==> config.mk <==
export PLATFORM = sky130hd
export DESIGN_NAME = adc_burst_pacer
export DESIGN_NICKNAME = d
export VERILOG_FILES = /design/src/rtl/adc_burst_pacer.sv
export SDC_FILE = /design/constraint.sdc
export NUM_CORES = 1
export LEC_CHECK = 0
export BUFFER_PORTS_ARGS = -buffer_cell sky130_fd_sc_hd__buf_2
export CAP_MARGIN = 20
export CORE_MARGIN = 5
export CORE_UTILIZATION = 53
export CTS_CLUSTER_DIAMETER = 80
export DETAILED_ROUTE_END_ITERATION = 6
export PLACE_DENSITY = 0.72
export SLEW_MARGIN = 0
export SYNTH_ARGS = -nofsm -noshare
export SYNTH_HDL_FRONTEND = slang
export SYNTH_SLANG_ARGS = --single-unit
==> constraint.sdc <==
create_clock -name clk -period 7.01 [get_ports clk]
set_input_delay 1.7525 -clock clk [delete_from_list [all_inputs] [get_ports clk]]
set_output_delay 1.7525 -clock clk [all_outputs]
set_load 0.03 [all_outputs]
==> src/rtl/adc_burst_pacer.sv <==
`timescale 1ns/1ps
module adc_burst_pacer #(
  parameter longint unsigned CLK_HZ = 100_000_000,
  parameter int MAX_CONV = 514,
  parameter int CNT_W = 10,
  parameter int EOC_TIMEOUT = 1000
)(
  input  logic             clk,
  input  logic             rst_n,
  input  logic             start,
  input  logic [CNT_W-1:0] conv_count,
  input  logic [1:0]       ref_mode,
  input  logic             temp_req,
  input  logic             eoc_n,
  output logic             cnvst_n,
  output logic             busy,
  output logic             done,
  output logic             timeout
);
  localparam longint unsigned NS_S = 64'd1_000_000_000;
  localparam int ACQ_NORM = int'((64'd1400  * CLK_HZ + NS_S - 1) / NS_S);
  localparam int ACQ_WAKE = int'((64'd46400 * CLK_HZ + NS_S - 1) / NS_S);
  localparam int ACQ_TEMP = int'((64'd40    * CLK_HZ + NS_S - 1) / NS_S);
  localparam int TMR_MAX  = (ACQ_WAKE > EOC_TIMEOUT) ? ACQ_WAKE : EOC_TIMEOUT;
  localparam int TW       = $clog2(TMR_MAX + 1);

  typedef enum logic [1:0] {S_IDLE, S_ACQ, S_CONV} st_t;

  st_t              state;
  logic [TW-1:0]    timer;
  logic [CNT_W-1:0] left;
  logic             cfg_temp, cfg_wake;
  logic [2:0]       eoc_s;
  logic             eoc_fall;
  logic [CNT_W-1:0] req_in;

  function automatic logic [TW-1:0] acq_len(input logic t, input logic w);
    if (t)      return TW'(ACQ_TEMP);
    else if (w) return TW'(ACQ_WAKE);
    else        return TW'(ACQ_NORM);
  endfunction

  wire wake_in = (ref_mode == 2'b00) || (ref_mode == 2'b10);
  assign req_in   = (conv_count > CNT_W'(MAX_CONV)) ? CNT_W'(MAX_CONV) : conv_count;
  assign eoc_fall = eoc_s[2] & ~eoc_s[1];
  assign busy     = (state != S_IDLE);

  always_ff @(posedge clk) begin
    if (!rst_n) eoc_s <= 3'b111;
    else        eoc_s <= {eoc_s[1:0], eoc_n};
  end

  always_ff @(posedge clk) begin
    if (!rst_n) begin
      state    <= S_IDLE;
      timer    <= '0;
      left     <= '0;
      cfg_temp <= 1'b0;
      cfg_wake <= 1'b0;
      cnvst_n  <= 1'b1;
      done     <= 1'b0;
      timeout  <= 1'b0;
    end else begin
      case (state)
        S_IDLE: if (start) begin
          timeout <= 1'b0;
          done    <= (req_in == '0);
          if (req_in != '0) begin
            state    <= S_ACQ;
            cnvst_n  <= 1'b0;
            cfg_temp <= temp_req;
            cfg_wake <= wake_in;
            timer    <= acq_len(temp_req, wake_in) - 1'b1;
            left     <= req_in;
          end
        end
        S_ACQ: begin
          if (timer == '0) begin
            cnvst_n <= 1'b1;
            state   <= S_CONV;
          end else begin
            timer <= timer - 1'b1;
          end
        end
        S_CONV: begin
          if (eoc_fall) begin
            if (left == CNT_W'(1)) begin
              state <= S_IDLE;
              done  <= 1'b1;
            end else begin
              left    <= left - 1'b1;
              state   <= S_ACQ;
              cnvst_n <= 1'b0;
              timer   <= acq_len(cfg_temp, cfg_wake) - 1'b1;
            end
          end else if (timer == TW'(EOC_TIMEOUT - 1)) begin
            state   <= S_IDLE;
            timeout <= 1'b1;
            timer   <= '0;
          end else begin
            timer <= timer + 1'b1;
          end
        end
        default: state <= S_IDLE;
      endcase
    end
  end

  logic [TW:0]      low_cnt;
  logic [CNT_W-1:0] pulse_cnt, req_q;
  logic             strobe_q;
  always_ff @(posedge clk) begin
    if (!rst_n) begin
      low_cnt   <= '0;
      pulse_cnt <= '0;
      req_q     <= '0;
      strobe_q  <= 1'b1;
    end else begin
      strobe_q <= cnvst_n;
      low_cnt  <= cnvst_n ? '0 : low_cnt + 1'b1;
      if (state == S_IDLE && start) begin
        pulse_cnt <= '0;
        req_q     <= req_in;
      end else if (strobe_q && !cnvst_n) begin
        pulse_cnt <= pulse_cnt + 1'b1;
      end
    end
  end

  AST_ACQ_WIDTH: assert property (@(posedge clk) disable iff (!rst_n)
    $rose(cnvst_n) && !timeout |-> low_cnt >= (TW+1)'(acq_len(cfg_temp, cfg_wake)));
  AST_TEMP_SHORT: assert property (@(posedge clk) disable iff (!rst_n)
    $rose(cnvst_n) && cfg_temp |-> low_cnt == (TW+1)'(ACQ_TEMP));
  AST_STROBE_GATED: assert property (@(posedge clk) disable iff (!rst_n)
    $fell(cnvst_n) |-> $past(state == S_IDLE || eoc_fall));
  AST_DONE_COUNT: assert property (@(posedge clk) disable iff (!rst_n)
    $rose(done) |-> pulse_cnt == req_q);
  AST_ABORT_QUIET: assert property (@(posedge clk) disable iff (!rst_n)
    timeout |-> (cnvst_n && !busy && !done));
endmodule

==> run_results.csv <==
group,metric,value,unit
detailed_routing,via_count,2458,
detailed_routing,detailedRoute.firstIterationViolations,221,
finish,synthToLayoutAreaGrowth,5.771,%
synthesis,synth_common_cells,"a21oi_1 (33), dfxtp_1 (33), nand2_1 (33)",
clocking,cts-resized-gates,0,
clocking,cts.root.buffer_cell,"clkbuf_8",
worst_setup_path,worst_setup_path_start_kind,"register",
finish,final_net_count,350,
detailed_routing,post_drt_via_cell_ratio,6.451,
grt,globalRouteTotalUtil,20.91,%
worst_setup_path,critical_path_class,"reg2out",
synthesis,postSynthCellCount,325,
pwr,powerDensity,297.9,mW/mm2
clocking,clk_path_buf_depth,2,
floorplanning,fp.dieArea,0.005941,mm2
synthesis,synthArstFlopShare,0,%
synthesis,synthesis.area,0.002385,mm2
finish,post_route_cells_drive_above_1_share,12.16,%
sta,worst_slew_pin_slew,0.9746,ns
pwr,power.share.clock,20.2,%
sta,fin_worst_skew,0.008362,ns
placement,port_buffers,19,
placement,dp.final_hpwl,4.399,mm
job,drv.max_cap_violation_count,0,
sta,final_hold_viol_count,0,
synthesis,netlist.area_leader.share,27.70,%
floorplanning,floorplan.core_area,0.004354,mm2
synthesis,number_of_distinct_library_cells_after_synthesis,56,
pwr,switching_share,43.58,%
placement,place_congestion,0.9112,
synthesis,seq_cells_post_synth,33,
sta,post-route-period-util,47.39,%
clocking,post-cts-setup-buffers,0,
detailed_routing,dr.max_layer_used,"met4",
grt,via_count_of_the_first_global_routing_pass,2239,
sta,finalSetupViolations,0,
clocking,clock_sink_count,33,
synthesis,number_of_enable_flip_flop_cells_after_synthesis,0,
synthesis,synthTopCellsByArea,"dfxtp_1 (28%), a21oi_1 (6.9%), nand2_1 (5.2%)",
finish,n_fill_cell,397,
min_path,worst_hold_path_type,"reg2reg",
worst_setup_path,cp.arrival,1.57,ns
sta,period_needed,3.322,ns
detailed_routing,postRouteAntennaNets,0,
sta,rsz0062_at_grt,"false",
detailed_routing,met2_length,2.869,mm
floorplanning,initial_core_util,54.77,%
grt,grt_remaining_overflow,0,
pwr,power_frac_comb,43.3,%
synthesis,synth_sequential_area_ratio,27.70,%
placement,pre_cts_ws,3.339,ns
pwr,power_report.internal_total,424.0,uW
grt,grt_antenna_before_repair,0,
clocking,clkTransAtPathRegs,0.08,ns
grt,maximum_number_of_pins_on_one_net_before_global_route_repair,30,
synthesis,syn_avg_cell_area,7.338,um2
synthesis,synth_flop_cell,"dfxtp_1",
clocking,tritoncts_clock_tree,"done",
clocking,clock_latency,0.29,ns
pwr,sequentialPowerShare,36.5,%
synthesis,synth_nets,347,
sta,setup_slack,3.688,ns
detailed_routing,met3RoutedLength,353,um
sta,clock.fmax,0.3010,GHz
sta,final.hold.worst_slack,0.4203,ns
synthesis,synthesis.yosys.warnings,0,
worst_setup_path,setup.worst_path.end_class,"output pin",
worst_setup_path,timing.critical_path.fanout_max,17,
finish,num_antenna_cells,0,
pwr,worst_ir_drop_vdd,0.1811,mV
detailed_routing,detail_route.first_pass.iterations,4,
status,status,"finished, final reports clean",
grt,grt_pass1_wl,10.40,mm
floorplanning,top_level_ports,21,
floorplanning,chipWidth,77.08,um
detailed_routing,wire_per_inst,16.41,um
placement,placedInstanceArea,0.002424,mm2
clocking,number_of_buffers_created_by_cts,5,
detailed_routing,m1_wl,2.910,mm
sta,final-max-slew-violation-count,0,
pwr,p_sw,327.5,uW
pwr,total_leakage_power,0.9241,nW
detailed_routing,post-route-drc-count,0,
detailed_routing,drt_wl_total,6.252,mm
floorplanning,fp.dieH,77.08,um
worst_setup_path,worstPathRequired,5.26,ns
clocking,htreeDepth,2,
finish,final_design_area_no_fill,0.002522,mm2
sta,slew_headroom,34.53,%
clocking,cts.hold.buffers_added,0,
sta,setup_tns,0,ns
synthesis,yosys.area.top_type,"dfxtp_1",
floorplanning,num_rows,24,
path summary, 6_finish.rpt:
kind	from	end	slack, ns	cells past startpoint
worst max-delay path	state[1]$_SDFFE_PN0P_	busy	3.69	3
worst min-delay path	eoc_s[0]$_SDFF_PN1_	eoc_s[1]$_SDFF_PN1_	0.42	1
worst max register to register	state[1]$_SDFFE_PN0P_	timer[8]$_SDFFE_PN0P_	4.09	8
worst min register to register	eoc_s[0]$_SDFF_PN1_	eoc_s[1]$_SDFF_PN1_	0.42	1
per-stage QoR:
step | instances | total power [mW] | utilization (%)
final | 381 | 0.7515 | 57.93
after global routing | 381 | 0.8050 | 57.93
after CTS | 380 | 0.7471 | 57.76
after detailed placement | 372 | 0.5959 | 55.66
after global placement | 372 | 0.5895 | 55.66
after floorplan | 325 | 0.5397 | -
worst max-delay path, stage by stage (launching register included):
cell and delay [ns]:
dfxtp_1 0.66, inv_1 0.22, nand2_1 0.17, buf_2 0.22
cell type report:
| type | count | area [um2] | share of cell area (%) |
|---|---|---|---|
| Multi-Input combinational cell | 258 | 1565 | 62.05 |
| Sequential cell | 33 | 660.6 | 26.19 |
| Timing Repair Buffer | 20 | 102.6 | 4.067 |
| Tap cell | 52 | 65.06 | 2.579 |
| Clock inverter | 3 | 22.52 | 0.8929 |
| Clock buffer | 5 | 68.82 | 2.728 |
| Inverter | 10 | 37.54 | 1.488 |
flip-flops by register name (all words and copies together), names as in the netlist:
register  cells
cfg_temp      1
cfg_wake      1
cnvst_n       1
done          1
eoc_s         3
left         10
state         2
timeout       1
timer        13
kinds of logic (layout without fill, tap and decap cells):
logic type                 Yosys count  after routing  synth area share [%]
AOI/OAI and AO/OA                  100            100                 27.07
xor gates and xnor gates            11             11                 4.040
adders and majority gates            5              5                 2.623
buffers and inverters               34             38                 6.663
DFF                                 33             33                 27.70
muxes                                2              2                0.8395
and+or+nand+nor                    140            140                 31.06
power groups by stage:
stage / logic [mW] / clock network (mW) / registers (mW)
after floorplan: 0.285 / 0 / 0.255
after global placement: 0.313 / 0 / 0.276
after detailed placement: 0.319 / 0 / 0.277
after CTS: 0.321 / 0.154 / 0.272
after global routing: 0.361 / 0.163 / 0.281
final: 0.326 / 0.151 / 0.274
metal layers:
metal / up-vias / GRT usage, %
li1: 1203 / -
met1: 1165 / 28.06
met2: 78 / 32.17
met3: 12 / 4.918
met4: 0 / 8.247
met5: - / 0
layout by cell type, fill, tap and decap left out, types with 3 or more instances in the layout:
| cell | netlist | routed |
|---|---|---|
| clkbuf_8 | 0 | 5 |
| o31ai_1 | 3 | 3 |
| a21oi_1 | 33 | 33 |
| buf_2 | 4 | 19 |
| clkinvlp_4 | 0 | 3 |
| nand4_1 | 3 | 3 |
| a211oi_1 | 5 | 5 |
| nor2b_1 | 6 | 6 |
| nor4_1 | 5 | 5 |
| xnor2_1 | 6 | 6 |
| xor2_1 | 5 | 5 |
| o21ai_0 | 23 | 23 |
| or2_2 | 3 | 3 |
| dfxtp_1 | 33 | 33 |
| nor2_1 | 25 | 25 |
| o32ai_1 | 4 | 4 |
| nand2b_1 | 8 | 8 |
| nor3_1 | 17 | 17 |
| nand2_1 | 33 | 33 |
| a221oi_1 | 3 | 3 |
| inv_1 | 10 | 10 |
| or3_1 | 6 | 6 |
| nand3b_1 | 3 | 3 |
| and3_1 | 3 | 3 |
| ha_1 | 5 | 5 |
| nand3_1 | 13 | 13 |
| or4_1 | 4 | 4 |
| o22ai_1 | 6 | 6 |
Note: power is estimated with default switching activity, not from simulation.
